## src/rtl/serial_rd_pkg.sv

```systemverilog
package serial_rd_pkg;
  localparam int unsigned DATA_W = 16;
  localparam int unsigned ADDR_W = 8;
  localparam int unsigned CNT_W  = $clog2(DATA_W);

  typedef enum logic [1:0] {
    ST_IDLE   = 2'd0,
    ST_DUMMY  = 2'd1,
    ST_STREAM = 2'd2
  } rd_state_e;
endpackage

```

## src/rtl/serial_rd_ctrl.sv

```systemverilog
module serial_rd_ctrl
  import serial_rd_pkg::*;
#(
  parameter int unsigned DW = DATA_W
) (
  input  logic clk_i,
  input  logic rst_ni,
  input  logic cs_i,
  input  logic start_i,
  output logic begin_o,
  output logic load_o,
  output logic fetch_o,
  output logic shift_o,
  output logic active_o
);
  localparam int unsigned CW = $clog2(DW);
  localparam logic [CW-1:0] LAST_IDX = CW'(DW - 1);

  rd_state_e      state_q;
  logic [CW-1:0]  idx_q;

  assign begin_o  = cs_i & start_i;
  assign load_o   = cs_i & ~start_i &
                    ((state_q == ST_DUMMY) | ((state_q == ST_STREAM) & (idx_q == '0)));
  assign fetch_o  = cs_i & ~start_i & (state_q == ST_STREAM) & (idx_q == CW'(1));
  assign shift_o  = cs_i & ~start_i & (state_q == ST_STREAM) & (idx_q != '0);
  assign active_o = (state_q != ST_IDLE);

  always_ff @(posedge clk_i or negedge rst_ni) begin
    if (!rst_ni) begin
      state_q <= ST_IDLE;
      idx_q   <= '0;
    end else if (!cs_i) begin
      state_q <= ST_IDLE;
      idx_q   <= '0;
    end else if (start_i) begin
      state_q <= ST_DUMMY;
      idx_q   <= '0;
    end else begin
      unique case (state_q)
        ST_DUMMY: begin
          state_q <= ST_STREAM;
          idx_q   <= LAST_IDX;
        end
        ST_STREAM: idx_q <= (idx_q == '0) ? LAST_IDX : idx_q - 1'b1;
        default: ;
      endcase
    end
  end
endmodule

```

## src/rtl/serial_rd_addr.sv

```systemverilog
module serial_rd_addr
  import serial_rd_pkg::*;
#(
  parameter int unsigned AW = ADDR_W
) (
  input  logic          clk_i,
  input  logic          rst_ni,
  input  logic          begin_i,
  input  logic          fetch_i,
  input  logic [AW-1:0] start_addr_i,
  output logic [AW-1:0] req_addr_o
);
  logic [AW-1:0] addr_q;
  logic [AW-1:0] addr_inc;

  assign addr_inc   = addr_q + 1'b1;  // natural wrap
  assign req_addr_o = begin_i ? start_addr_i : addr_inc;

  always_ff @(posedge clk_i or negedge rst_ni) begin
    if (!rst_ni)      addr_q <= '0;
    else if (begin_i) addr_q <= start_addr_i;
    else if (fetch_i) addr_q <= addr_inc;
  end
endmodule

```

## src/rtl/serial_rd_shift.sv

```systemverilog
module serial_rd_shift
  import serial_rd_pkg::*;
#(
  parameter int unsigned DW = DATA_W
) (
  input  logic          clk_i,
  input  logic          rst_ni,
  input  logic          clear_i,
  input  logic          load_i,
  input  logic          shift_i,
  input  logic [DW-1:0] data_i,
  output logic          msb_o
);
  logic [DW-1:0] sr_q;

  assign msb_o = sr_q[DW-1];

  always_ff @(posedge clk_i or negedge rst_ni) begin
    if (!rst_ni)      sr_q <= '0;
    else if (clear_i) sr_q <= '0;  // dummy zero
    else if (load_i)  sr_q <= data_i;
    else if (shift_i) sr_q <= {sr_q[DW-2:0], 1'b0};
  end
endmodule

```

## src/rtl/serial_rd_seq.sv

```systemverilog
module serial_rd_seq
  import serial_rd_pkg::*;
#(
  parameter int unsigned DW = DATA_W,
  parameter int unsigned AW = ADDR_W
) (
  input  logic          clk_i,
  input  logic          rst_ni,
  input  logic          cs_i,
  input  logic          rd_start_i,
  input  logic [AW-1:0] rd_addr_i,
  output logic          mem_re_o,
  output logic [AW-1:0] mem_addr_o,
  input  logic [DW-1:0] mem_rdata_i,
  output logic          dout_o,
  output logic          dout_oe_o
);
  logic begin_s, load_s, fetch_s, shift_s, active_s, msb_s;

  serial_rd_ctrl #(.DW(DW)) u_ctrl (
    .clk_i    (clk_i),
    .rst_ni   (rst_ni),
    .cs_i     (cs_i),
    .start_i  (rd_start_i),
    .begin_o  (begin_s),
    .load_o   (load_s),
    .fetch_o  (fetch_s),
    .shift_o  (shift_s),
    .active_o (active_s)
  );

  serial_rd_addr #(.AW(AW)) u_addr (
    .clk_i        (clk_i),
    .rst_ni       (rst_ni),
    .begin_i      (begin_s),
    .fetch_i      (fetch_s),
    .start_addr_i (rd_addr_i),
    .req_addr_o   (mem_addr_o)
  );

  serial_rd_shift #(.DW(DW)) u_shift (
    .clk_i   (clk_i),
    .rst_ni  (rst_ni),
    .clear_i (begin_s),
    .load_i  (load_s),
    .shift_i (shift_s),
    .data_i  (mem_rdata_i),
    .msb_o   (msb_s)
  );

  assign mem_re_o  = begin_s | fetch_s;
  assign dout_oe_o = cs_i & active_s;
  assign dout_o    = msb_s;
endmodule

```

## config.mk

```make
export PLATFORM = sky130hd
export DESIGN_NAME = serial_rd_seq
export DESIGN_NICKNAME = d
export VERILOG_FILES = /design/src/rtl/serial_rd_pkg.sv /design/src/rtl/serial_rd_ctrl.sv /design/src/rtl/serial_rd_addr.sv /design/src/rtl/serial_rd_shift.sv /design/src/rtl/serial_rd_seq.sv
export SDC_FILE = /design/constraint.sdc
export NUM_CORES = 1
export LEC_CHECK = 0
export ABC_CLOCK_PERIOD_IN_PS = 2200
export CORE_MARGIN = 5
export CORE_UTILIZATION = 45
export CTS_BUF_LIST = sky130_fd_sc_hd__clkbuf_8
export CTS_CLUSTER_DIAMETER = 80
export CTS_CLUSTER_SIZE = 16
export DETAILED_ROUTE_END_ITERATION = 16
export GPL_TIMING_DRIVEN = 0
export PLACE_DENSITY_LB_ADDON = 0.25
export SYNTH_ARGS = -nofsm -noshare
export SYNTH_HDL_FRONTEND = slang
export SYNTH_SLANG_ARGS = --single-unit
```

## constraint.sdc

```tcl
create_clock -name clk_i -period 2.2 [get_ports clk_i]
set_input_delay 0.22 -clock clk_i [delete_from_list [all_inputs] [get_ports clk_i]]
set_output_delay 0.22 -clock clk_i [all_outputs]
set_load 0.005 [all_outputs]
```

==> results of run 1 <==
==> repair_timing <==
item                       4_1_cts  5_1_grt
buffers inserted                 2       10
resized for setup               10        9
pin swaps                        1        4
setup endpoints to repair        9        5
==> power groups by stage <==
stage | clock (W) | combinational, W | sequential, W
after CTS | 0.000486 | 0.000633 | 0.000734
after floorplan | 0 | 0.000368 | 0.000722
after global placement | 0 | 0.000607 | 0.000741
after detailed placement | 0 | 0.000611 | 0.000744
final | 0.000472 | 0.000728 | 0.000739
after global routing | 0.000513 | 0.000796 | 0.000749
==> layout by cell type (no fill, tap or decap), types with 2 or more instances in the layout <==
cell                               n
sky130_fd_sc_hd__a21oi_1          13
sky130_fd_sc_hd__a31oi_1           8
sky130_fd_sc_hd__and3_1            2
sky130_fd_sc_hd__buf_2             2
sky130_fd_sc_hd__buf_4            12
sky130_fd_sc_hd__clkbuf_1          5
sky130_fd_sc_hd__clkbuf_8          6
sky130_fd_sc_hd__clkdlybuf4s50_1  32
sky130_fd_sc_hd__dfrtp_1          27
sky130_fd_sc_hd__dfrtp_2           3
sky130_fd_sc_hd__dlymetal6s2s_1    3
sky130_fd_sc_hd__ha_1              4
sky130_fd_sc_hd__ha_4              2
sky130_fd_sc_hd__inv_1             6
sky130_fd_sc_hd__mux2i_1          15
sky130_fd_sc_hd__nand2_1           7
sky130_fd_sc_hd__nand2b_1          2
sky130_fd_sc_hd__nand3_1          18
sky130_fd_sc_hd__nand4_1           2
sky130_fd_sc_hd__nor2_1           13
sky130_fd_sc_hd__o21a_1            3
sky130_fd_sc_hd__o21ai_0          14
sky130_fd_sc_hd__o21ai_1           9
sky130_fd_sc_hd__o22a_1            4
sky130_fd_sc_hd__xnor2_1           5
==> worst max-delay path: cells and delay by family, from the launching register on <==
family	cells	cell delay (ns)
flip-flops	1	0.41
adder cells (fa/ha/maj)	1	0.17
AND/OR/NAND/NOR	1	0.26
buffers and inverters	3	0.69
AO/OA/AOI/OAI	1	0.08
==> state kept, by name (all words and copies together) (netlist names) <==
| register | flops |
|---|---|
| u_ctrl.state_q | 2 |
| u_ctrl.idx_q | 4 |
| u_addr.addr_q | 8 |
| u_shift.sr_q | 16 |
==> cell type report <==
cell class	count	area share, %
Inverter	8	1.35
Tap cell	48	2.49
Clock buffer	6	3.43
Buffer	9	2.23
Sequential cell	30	31.3
Multi-Input combinational cell	138	39.1
Timing Repair Buffer	50	19.6
Clock inverter	2	0.519
==> stage by stage <==
stage / worst slack (ns) / hold slack (ns)
2_1_floorplan: 0.534 / -0.0756
3_3_place_gp: -0.413 / 0.485
3_5_place_dp: -0.391 / 0.492
4_1_cts: -0.127 / 0.425
5_1_grt: -0.000234 / 0.0139
6_report: 0.0916 / -0.0308
==> path summary, 6_finish.rpt <==
kind / from / endpoint / depth (start not counted) / slack, ns
worst max register to register: u_ctrl.state_q[1]$_DFFE_PN0P_ / u_shift.sr_q[4]$_DFFE_PN0P_ / 6 / 0.35
worst min-delay path: rst_ni / u_ctrl.idx_q[2]$_DFFE_PN0P_ / 1 / -0.03
worst min register to register: u_shift.sr_q[9]$_DFFE_PN0P_ / u_shift.sr_q[9]$_DFFE_PN0P_ / 2 / 0.50
worst max-delay path: u_ctrl.state_q[0]$_DFFE_PN0P_ / mem_re_o / 6 / 0.09
min in group clk_i: cs_i / u_ctrl.state_q[0]$_DFFE_PN0P_ / 2 / 0.43
max in group asynchronous: rst_ni / u_addr.addr_q[4]$_DFFE_PN0P_ / 1 / 1.75
==> routing by layer <==
layer  global-route usage, %  up-vias  share of wire [%]
met5                       0        -                  0
met4                    6.89        0                1.6
met3                    4.02        5                4.5
met2                    27.3       34                 48
met1                    21.1      729                 46
li1                        -      783                  -
==> cell families after synthesis <==
logic type                 Yosys count  share of synthesized area, %
adders and majority gates            6                          4.32
DFF                                 30                          43.2
buffers and inverters               18                          5.11
muxes                               16                          9.29
and+or+nand+nor                     52                          15.0
AOI/OAI and AO/OA                   58                          20.0
xor gates and xnor gates             6                          3.02
==> flow_metrics.tcl, run 1 <==
set metrics [dict create \
    post_synth_inst_count 186 \
    min_path_type "primary input to asynchronous set/reset pin" \
    insertion_delay_to_the_later_sink_of_the_worst_skew_pair_ns 0.28 \
    status "complete, but fails checks" \
    final_min_period_over_clock_period_pct 95.8 \
    crit_path_cell_trace "inv_2 > ha_4 > and4bb_2 > o21ai_4 > inv_4 > clkdlybuf4s50_1" \
    synth_top_cell_area_share_pct 43.2 \
    share_of_post_route_cells_with_drive_strength_above_1_pct 16.5 \
    rows 22 \
    critPathRequiredTime_ns 1.98 \
    final-max-slew-violation-count 0 \
    synth_area_per_cell_um2 9.34 \
    drc 0 \
    asyncSetResetFlopFracSynth_pct 100 \
    post_drt_via_cell_ratio 5.33 \
    intPower_w 0.00134 \
    dieArea_um2 5200 \
    fillCellCount 311 \
    synth-main-ff-cell "sky130_fd_sc_hd__dfrtp_1" \
    synth.yosys.seq_area_share_pct 43.2 \
    power.total_w 0.00194 \
    violations "negative hold slack" \
    power.clock.fraction_pct 24.3 \
    cp_endpoint_kind "output port" \
    clock-skew-final_ns 0.00710 \
    max_clock_freq_mhz 474 \
    worst-path-max-fanout 7 \
    netSwitchingFraction_pct 30.9 \
    initialDrtViolationCount 73 \
    crit_type "register to output port" \
    gr-usage-all-layers_pct 16.7 \
    final_wtd_congestion 0.765 \
    yosys_register_bits 30 \
    wl_per_cell_um 14.3 \
    power.leakage_nw 1.07 \
    ctsHoldBuffers 0 \
    ys.warnings.count 0 \
    power_frac_seq_pct 38.1 \
    critical_path_arrival_ns 1.89 \
    finish.utilization_pct 65.3 \
    tns_ns 0 \
    n_antenna_cell 0 \
    clock_edge_transition_at_the_registers_on_the_reported_setup_and_hold_paths_ns 0.07 \
    timing.critical_path.from_type "register" \
    cap_violations 0 \
    worst_hold_slack_ns -0.0308 \
    netlist_top_cells_count "30 x sky130_fd_sc_hd__dfrtp_1, 18 x sky130_fd_sc_hd__nand3_1, 15 x sky130_fd_sc_hd__mux2i_1, 14 x sky130_fd_sc_hd__nor2_1, 14 x sky130_fd_sc_hd__o21ai_0" \
    post-route-cell-area_um2 2410 \
    dpl-instance-area_um2 2180 \
    clock_sinks 30 \
    syn-num-nets 220 \
    ant_nets 0 \
    synth_area_um2 1740 \
    cts_htree_levels 2 \
    first_global_vias 1489 \
    worst_slew_pin_slew_ns 0.678 \
    p_switching_w 0.000599 \
    port-buffer-count 38 \
    finalSetupViolCount 0 \
    antenna_found_initial 0 \
    area.growth.synth_to_final_pct 38.6 \
    fraction_of_power_consumed_by_combinational_cells_pct 37.6 \
    pin_count 39 \
    finalNonFillerCells 291 \
    1st_pass_router_iterations 4 \
    timing.critical_path.slowest_cell_delay_ns 0.50 \
    timing.final.hold_violations 30 \
    die_width_um 72.1 \
    core-area_um2 3690 \
    vdd_ir_drop_max_uv 596 \
    cellPowerDensity_nw_per_um2 805 \
    relative_slew_slack_pct 54.8 \
    clk_root_buffer_cell "sky130_fd_sc_hd__clkbuf_8" \
    ys_top_cells_by_area "sky130_fd_sc_hd__dfrtp_1 43%, sky130_fd_sc_hd__mux2i_1 8.6%, sky130_fd_sc_hd__nand3_1 5.2%" \
    synth_cell_type_count 36 \
    die_height_um 72.1 \
    finish.net_count 276 \
    grt_max_degree 31 \
    finalWorstPathRequiredPeriod_ns 2.11 \
    first_pass_grt_wire_length_um 6800 \
    detail_route.wirelength_um 4170 \
    worst_path_max_delay_cell "sky130_fd_sc_hd__clkdlybuf4s50_1" \
    placed_cells_incl_taps 272 \
    cts_tree "done" \
    detailroute.via_count 1551 \
    remaining_global_route_overflow 0 \
    synth_enable_flop_cells 0 \
    tritoncts.num_buffers 5 \
    ff_latch_area_um2 754 \
    synth_top_area_cell "sky130_fd_sc_hd__dfrtp_1" \
    synth_most_common_cell "sky130_fd_sc_hd__dfrtp_1" \
    start_util_pct 47.1 \
    detailed_place_hpwl_um 2860 \
    clock_tree_buf_depth 2 \
    multiInputGateArea_um2 941 \
]
(Power assumes the default switching activity.)
==> run 2: changes to the inputs <==
--- a/config.mk
+++ b/config.mk
@@ -14,6 +14,8 @@
 export DETAILED_ROUTE_END_ITERATION = 16
 export GPL_TIMING_DRIVEN = 0
 export PLACE_DENSITY_LB_ADDON = 0.25
+export RECOVER_POWER = 50
+export SLEW_MARGIN = 10
 export SYNTH_ARGS = -nofsm -noshare
 export SYNTH_HDL_FRONTEND = slang
 export SYNTH_SLANG_ARGS = --single-unit
==> run 2 against run 1 <==
The run now ends clean. Sequential power rose by 1%. Final cell count fell by 2.1%. Critical path depth did not move. Register-to-register slack barely moved. Die area did not move. Routed wire length rose by 0.91%. Largest cell class unchanged.
==> flow_metrics.tcl, run 2 (synthesis results as in run 1) <==
set metrics [dict create \
    critical_path_arrival_ns 1.90 \
    status "completed" \
    final_wtd_congestion 0.765 \
    relative_slew_slack_pct 49.0 \
    power.clock.fraction_pct 25.7 \
    worst_slew_pin_slew_ns 0.765 \
    vdd_ir_drop_max_uv 423 \
    clock_sinks 30 \
    largest_register_ffs 16 \
    post-route-cell-area_um2 2360 \
    worst-path-max-fanout 7 \
    timing.final.hold_violations 0 \
    wl_per_cell_um 14.8 \
    global_route.peak_usage_layer "met2" \
    detailed_place_hpwl_um 2850 \
    min_path_type "primary input to register" \
    cellPowerDensity_nw_per_um2 792 \
    dpl-instance-area_um2 2170 \
    pin_count 39 \
    remaining_global_route_overflow 0 \
    fillCellCount 323 \
    cts_tree "done" \
    cts_htree_levels 2 \
    top_register "u_shift.sr_q" \
    power.leakage_nw 1.04 \
    finalSetupViolCount 0 \
    final-max-slew-violation-count 0 \
    intPower_w 0.00127 \
    global_route_met3_utilization_pct 5.12 \
    crit_path_cell_trace "inv_2 > ha_4 > and4bb_2 > o21ai_4 > inv_4 > clkdlybuf4s50_1" \
    ff_latch_area_um2 754 \
    fraction_of_power_consumed_by_combinational_cells_pct 34.3 \
    rows 22 \
    insertion_delay_to_the_later_sink_of_the_worst_skew_pair_ns 0.29 \
    finalWorstPathRequiredPeriod_ns 2.12 \
    clock-skew-final_ns 0.00686 \
    port-buffer-count 38 \
    grt_max_degree 31 \
    share_of_post_route_cells_with_drive_strength_above_1_pct 14.3 \
    finish.net_count 270 \
    max_clock_freq_mhz 472 \
    most_common_cell_after_layout_fill_and_taps_aside "sky130_fd_sc_hd__clkdlybuf4s50_1" \
    worst_path_max_delay_cell "sky130_fd_sc_hd__clkdlybuf4s50_1" \
    area.growth.synth_to_final_pct 36.1 \
    n_antenna_cell 0 \
    clock_tree_buf_depth 2 \
    clock_edge_transition_at_the_registers_on_the_reported_setup_and_hold_paths_ns 0.07 \
    clk_root_buffer_cell "sky130_fd_sc_hd__clkbuf_8" \
    unrepaired_setup_endpoints_after_global_routing "no" \
    post_drt_via_cell_ratio 5.31 \
    start_util_pct 47.1 \
    ant_nets 0 \
    die_height_um 72.1 \
    1st_pass_router_iterations 4 \
    crit_type "register to output port" \
    globalRouteMet2Util_pct 28.4 \
    reg.largest.list "u_shift.sr_q x16, u_addr.addr_q x8, u_ctrl.idx_q x4" \
    gr-usage-all-layers_pct 17.5 \
    first_global_vias 1512 \
    finish.utilization_pct 64.1 \
    p_switching_w 0.000598 \
    antenna_found_initial 0 \
    netSwitchingFraction_pct 31.9 \
    cp_endpoint_kind "output port" \
    cap_violations 0 \
    multiInputGateArea_um2 946 \
    detail_route.wirelength_um 4210 \
    timing.critical_path.from_type "register" \
    dieArea_um2 5200 \
    die_width_um 72.1 \
    critPathRequiredTime_ns 1.98 \
    timing.critical_path.slowest_cell_delay_ns 0.50 \
    power_frac_seq_pct 40.0 \
    mostFrequentLayoutCells "31 x sky130_fd_sc_hd__clkdlybuf4s50_1, 27 x sky130_fd_sc_hd__dfrtp_1, 18 x sky130_fd_sc_hd__nand3_1" \
    tritoncts.num_buffers 5 \
    initialDrtViolationCount 75 \
    gr-usage-met1_pct 22.1 \
    tns_ns 0 \
    final_min_period_over_clock_period_pct 96.3 \
    first_pass_grt_wire_length_um 7090 \
    core-area_um2 3690 \
    drc 0 \
    detailroute.via_count 1513 \
]
==> run 2: worst paths after layout <==
| check | from | endpoint | slack (ns) | cells after the start |
|---|---|---|---|---|
| max | u_ctrl.state_q[0]$_DFFE_PN0P_ | mem_re_o | 0.08 | 6 |
| min | cs_i | u_ctrl.state_q[0]$_DFFE_PN0P_ | 0.43 | 2 |
| max reg2reg | u_ctrl.state_q[1]$_DFFE_PN0P_ | u_shift.sr_q[4]$_DFFE_PN0P_ | 0.34 | 6 |
| min reg2reg | u_shift.sr_q[9]$_DFFE_PN0P_ | u_shift.sr_q[9]$_DFFE_PN0P_ | 0.50 | 2 |
| max in group asynchronous | rst_ni | u_addr.addr_q[1]$_DFFE_PN0P_ | 1.13 | 2 |
| min in group asynchronous | rst_ni | u_ctrl.idx_q[3]$_DFFE_PN0P_ | 0.53 | 2 |
==> run 2: layout make-up <==
class	count	share of cell area, %
flip-flops and latches	30	31.9
inverters	8	1.38
clock inverters	2	0.529
multi-input cells	138	40.0
plain buffers	9	2.28
clock buffers	6	3.49
repair buffers	44	17.9
well taps	48	2.54
==> run 2: worst max-delay path, delay by kind of cell, from the launching register on <==
family | cells | cell delay [ns]
AND/OR/NAND/NOR | 1 | 0.26
buffers and inverters | 3 | 0.69
flip-flops | 1 | 0.41
adder cells (fa/ha/maj) | 1 | 0.17
AO/OA/AOI/OAI | 1 | 0.08
==> run 2: through the flow <==
| step | instances | hold slack [ns] | worst slack (ns) | total power (W) |
|---|---|---|---|---|
| floorplan | 186 | -0.0756 | 0.534 | 0.00109 |
| global route | 285 | 0.446 | 0.00487 | 0.00199 |
| finish | 285 | 0.426 | 0.0818 | 0.00187 |
| detailed placement | 272 | 0.301 | -0.392 | 0.00135 |
| CTS | 282 | 0.423 | 0.0317 | 0.00187 |
| global placement | 272 | 0.485 | -0.413 | 0.00135 |
==> run 2: routing by layer <==
metal / vias up / part of all wire, %
li1: 767 / -
met1: 715 / 46
met2: 26 / 48
met3: 5 / 4.3
met4: 0 / 1.5
met5: - / 0
==> run 2: repair_timing <==
| item | 4_1_cts | 5_1_grt |
|---|---|---|
| hold buffers | 1 | 0 |
| pin swaps | 1 | 3 |
| setup buffers | 2 | 3 |
| setup endpoints to repair | 9 | 3 |
| gates resized for setup | 15 | 5 |
| hold endpoints to repair | 30 | 0 |
==> run 2: power groups by stage <==
stage          registers (W)  logic (W)  clock network, W
4_1_cts             0.000741   0.000637          0.000490
3_5_place_dp        0.000744   0.000609                 0
6_report            0.000749   0.000641          0.000482
3_3_place_gp        0.000741   0.000607                 0
2_1_floorplan       0.000722   0.000368                 0
5_1_grt             0.000763   0.000711          0.000518
==> run 3: changes to the inputs <==
--- a/config.mk
+++ b/config.mk
@@ -8,10 +8,11 @@
 export ABC_CLOCK_PERIOD_IN_PS = 2200
 export CORE_MARGIN = 5
 export CORE_UTILIZATION = 45
-export CTS_BUF_LIST = sky130_fd_sc_hd__clkbuf_8
+export CTS_BUF_LIST = sky130_fd_sc_hd__clkbuf_4 sky130_fd_sc_hd__clkbuf_8
 export CTS_CLUSTER_DIAMETER = 80
 export CTS_CLUSTER_SIZE = 16
 export DETAILED_ROUTE_END_ITERATION = 16
+export DONT_BUFFER_PORTS = 1
 export GPL_TIMING_DRIVEN = 0
 export PLACE_DENSITY_LB_ADDON = 0.25
 export RECOVER_POWER = 50
==> run 3 against run 2 <==
Final cell count shrank 14%. Count of clock-buffer cells in the layout grew 2. Critical path depth shrank 1. Via count shrank 5.4%. Non-clock buffer count shrank 41. Core utilization shrank 12 points. Highest routed layer unchanged. Die area is the same. Design area shrank 18%. Sequential cell count is the same. Critical path type unchanged. Maximum frequency grew 7.0%. First-iteration DRC count shrank 23%. Largest cell class unchanged. Sequential power shrank 1%.
==> flow_metrics.tcl, run 3 (synthesis results as in run 1) <==
set metrics [dict create \
    status "completed" \
    timing.critical_path.from_type "register" \
    clock_edge_transition_at_the_registers_on_the_reported_setup_and_hold_paths_ns 0.06 \
    final_min_period_over_clock_period_pct 90.0 \
    reg.largest.list "u_shift.sr_q x16, u_addr.addr_q x8, u_ctrl.idx_q x4" \
    tns_ns 0 \
    initialDrtViolationCount 58 \
    intPower_w 0.00118 \
    post_drt_via_cell_ratio 5.87 \
    worst-path-max-fanout 10 \
    max_clock_freq_mhz 505 \
    core-area_um2 3690 \
    detail_route.wirelength_um 3950 \
    fillCellCount 349 \
    power.total_w 0.00171 \
    antenna_found_initial 0 \
    dieArea_um2 5200 \
    pin_count 39 \
    unrepaired_setup_endpoints_after_global_routing "no" \
    finalSetupViolCount 0 \
    min_path_type "primary input to register" \
    finalWorstPathRequiredPeriod_ns 1.98 \
    capture_instance_of_the_worst_register_to_register_path "u_shift.sr_q[11]$_DFFE_PN0P_" \
    vdd_ir_drop_max_uv 598 \
    worstHoldPathCells 1 \
    worst_path_max_delay_cell "sky130_fd_sc_hd__o21ai_2" \
    critPathRequiredTime_ns 1.98 \
    power.clock.fraction_pct 30.5 \
    relative_slew_slack_pct 9.86 \
    cts_tree "done" \
    clock-skew-final_ns 0.00433 \
    placed_cells_incl_taps 234 \
    clock_sinks 30 \
    timing.final.hold_violations 0 \
    die_height_um 72.1 \
    detailed_place_hpwl_um 2870 \
    1st_pass_router_iterations 4 \
    cts_htree_levels 2 \
    grt_max_degree 31 \
    p_switching_w 0.000530 \
    crit_path_cell_trace "inv_1 > ha_1 > and4bb_2 > o21ai_2 > inv_4" \
    cellPowerDensity_nw_per_um2 883 \
    fraction_of_power_consumed_by_combinational_cells_pct 26.1 \
    finalNonFillerCells 244 \
    power_frac_seq_pct 43.4 \
    cap_violations 0 \
    timing.rr.start "u_ctrl.state_q[0]$_DFFE_PN0P_" \
    final_wtd_congestion 0.796 \
    worst_slew_pin_slew_ns 1.35 \
    final-max-slew-violation-count 0 \
    area.growth.synth_to_final_pct 11.1 \
    most_common_cell_after_layout_fill_and_taps_aside "sky130_fd_sc_hd__dfrtp_1" \
    cp_endpoint_kind "output port" \
    min_to "u_ctrl.state_q[0]$_DFFE_PN0P_" \
    largest_register_ffs 16 \
    critical_path_arrival_ns 1.76 \
    insertion_delay_to_the_later_sink_of_the_worst_skew_pair_ns 0.28 \
    gr-usage-met1_pct 19.2 \
    globalRouteMet2Util_pct 26.6 \
    netSwitchingFraction_pct 31.1 \
    cts_resized 0 \
    finish.net_count 229 \
    drc 0 \
    remaining_global_route_overflow 0 \
    crit_type "register to output port" \
    port-buffer-count 0 \
    die_width_um 72.1 \
    share_of_post_route_cells_with_drive_strength_above_1_pct 8.67 \
    cpLargestDelayFamily "compound AO/OA/AOI/OAI gates" \
    timing.reg2reg.setup_slack_ns 0.29 \
    first_pass_grt_wire_length_um 6610 \
    rows 22 \
    detailroute.via_count 1432 \
    start_util_pct 47.1 \
    ant_nets 0 \
    clock_tree_buf_depth 2 \
    top_register "u_shift.sr_q" \
    cp_num_buf_inv 2 \
    hold_path.startpoint "cs_i" \
    clk_root_buffer_cell "sky130_fd_sc_hd__clkbuf_8" \
    power.leakage_nw 0.876 \
    timing.critical_path.slowest_cell_delay_ns 0.39 \
    global_route.peak_usage_layer "met2" \
    global_route_met3_utilization_pct 5.96 \
    wl_per_cell_um 16.2 \
    mostFrequentLayoutCells "30 x sky130_fd_sc_hd__dfrtp_1, 18 x sky130_fd_sc_hd__nand3_1, 15 x sky130_fd_sc_hd__mux2i_1" \
    n_antenna_cell 0 \
    gr-usage-all-layers_pct 15.9 \
    first_global_vias 1444 \
    tritoncts.num_buffers 5 \
    worst_r2r_path_depth 6 \
]
run 3: cell count changes in the layout (fill, tap and decap cells not counted), moves of 3 or more:
cell / delta
sky130_fd_sc_hd__dfrtp_2: -3
sky130_fd_sc_hd__dfrtp_1: +3
sky130_fd_sc_hd__dlygate4sd2_1: -4
sky130_fd_sc_hd__clkdlybuf4s50_1: -31
sky130_fd_sc_hd__buf_4: -5
run 3: metal layers:
layer	part of all wire [%]	vias up	routed length [um]
met1	43	696	1690
met5	0	-	0
met4	1.1	0	42
met3	6.3	6	247
li1	-	689	-
met2	50	41	1970
run 3: worst max-delay path by stage:
| stage | startpoint | endpoint | slack [ns] | cells past startpoint |
|---|---|---|---|---|
| after detailed placement | u_ctrl.state_q[0]$_DFFE_PN0P_ | u_addr.addr_q[7]$_DFFE_PN0P_ | 0.29 | 7 |
| after floorplan | u_ctrl.state_q[0]$_DFFE_PN0P_ | u_addr.addr_q[4]$_DFFE_PN0P_ | 0.53 | 7 |
| after global routing | u_ctrl.state_q[0]$_DFFE_PN0P_ | mem_re_o | 0.08 | 5 |
| after CTS | u_ctrl.state_q[0]$_DFFE_PN0P_ | mem_re_o | 0.20 | 5 |
| after global placement | u_ctrl.state_q[0]$_DFFE_PN0P_ | u_addr.addr_q[5]$_DFFE_PN0P_ | 0.34 | 7 |
| final | u_ctrl.state_q[0]$_DFFE_PN0P_ | mem_re_o | 0.22 | 5 |
run 3: metrics by stage:
| step | setup WS [ns] | utilization [%] | instance area [um2] | hold WS, ns |
|---|---|---|---|---|
| final | 0.220 | 52.3 | 1930 | 0.0627 |
| after global routing | 0.0785 | 52.3 | 1930 | 0.0531 |
| after CTS | 0.198 | 52.5 | 1940 | 0.0555 |
| after detailed placement | 0.293 | 48.7 | 1800 | -0.0741 |
| after global placement | 0.343 | 48.7 | 1800 | -0.0742 |
| after floorplan | 0.534 | - | 1740 | -0.0756 |
run 3: cell type report:
class	instances	area [um2]	share of cell area [%]
Multi-Input combinational cell	138	898	46.5
Sequential cell	30	751	38.9
Clock buffer	8	110	5.70
Tap cell	48	60.1	3.11
Buffer	10	56.3	2.92
Inverter	8	32.5	1.69
Timing Repair Buffer	2	22.5	1.17
run 3: power by group through the flow:
| stage | combinational (W) | clock, W | sequential (W) |
|---|---|---|---|
| 2_1_floorplan | 0.000368 | 0 | 0.000722 |
| 3_3_place_gp | 0.000419 | 0 | 0.000739 |
| 3_5_place_dp | 0.000434 | 0 | 0.000745 |
| 4_1_cts | 0.000453 | 0.000534 | 0.000737 |
| 5_1_grt | 0.000495 | 0.000560 | 0.000756 |
| 6_report | 0.000445 | 0.000521 | 0.000740 |
run 3: repair_timing:
item / CTS / global route
endpoints found under the hold margin: 30 / 0
buffers inserted: 0 / 0
hold buffers: 2 / 0
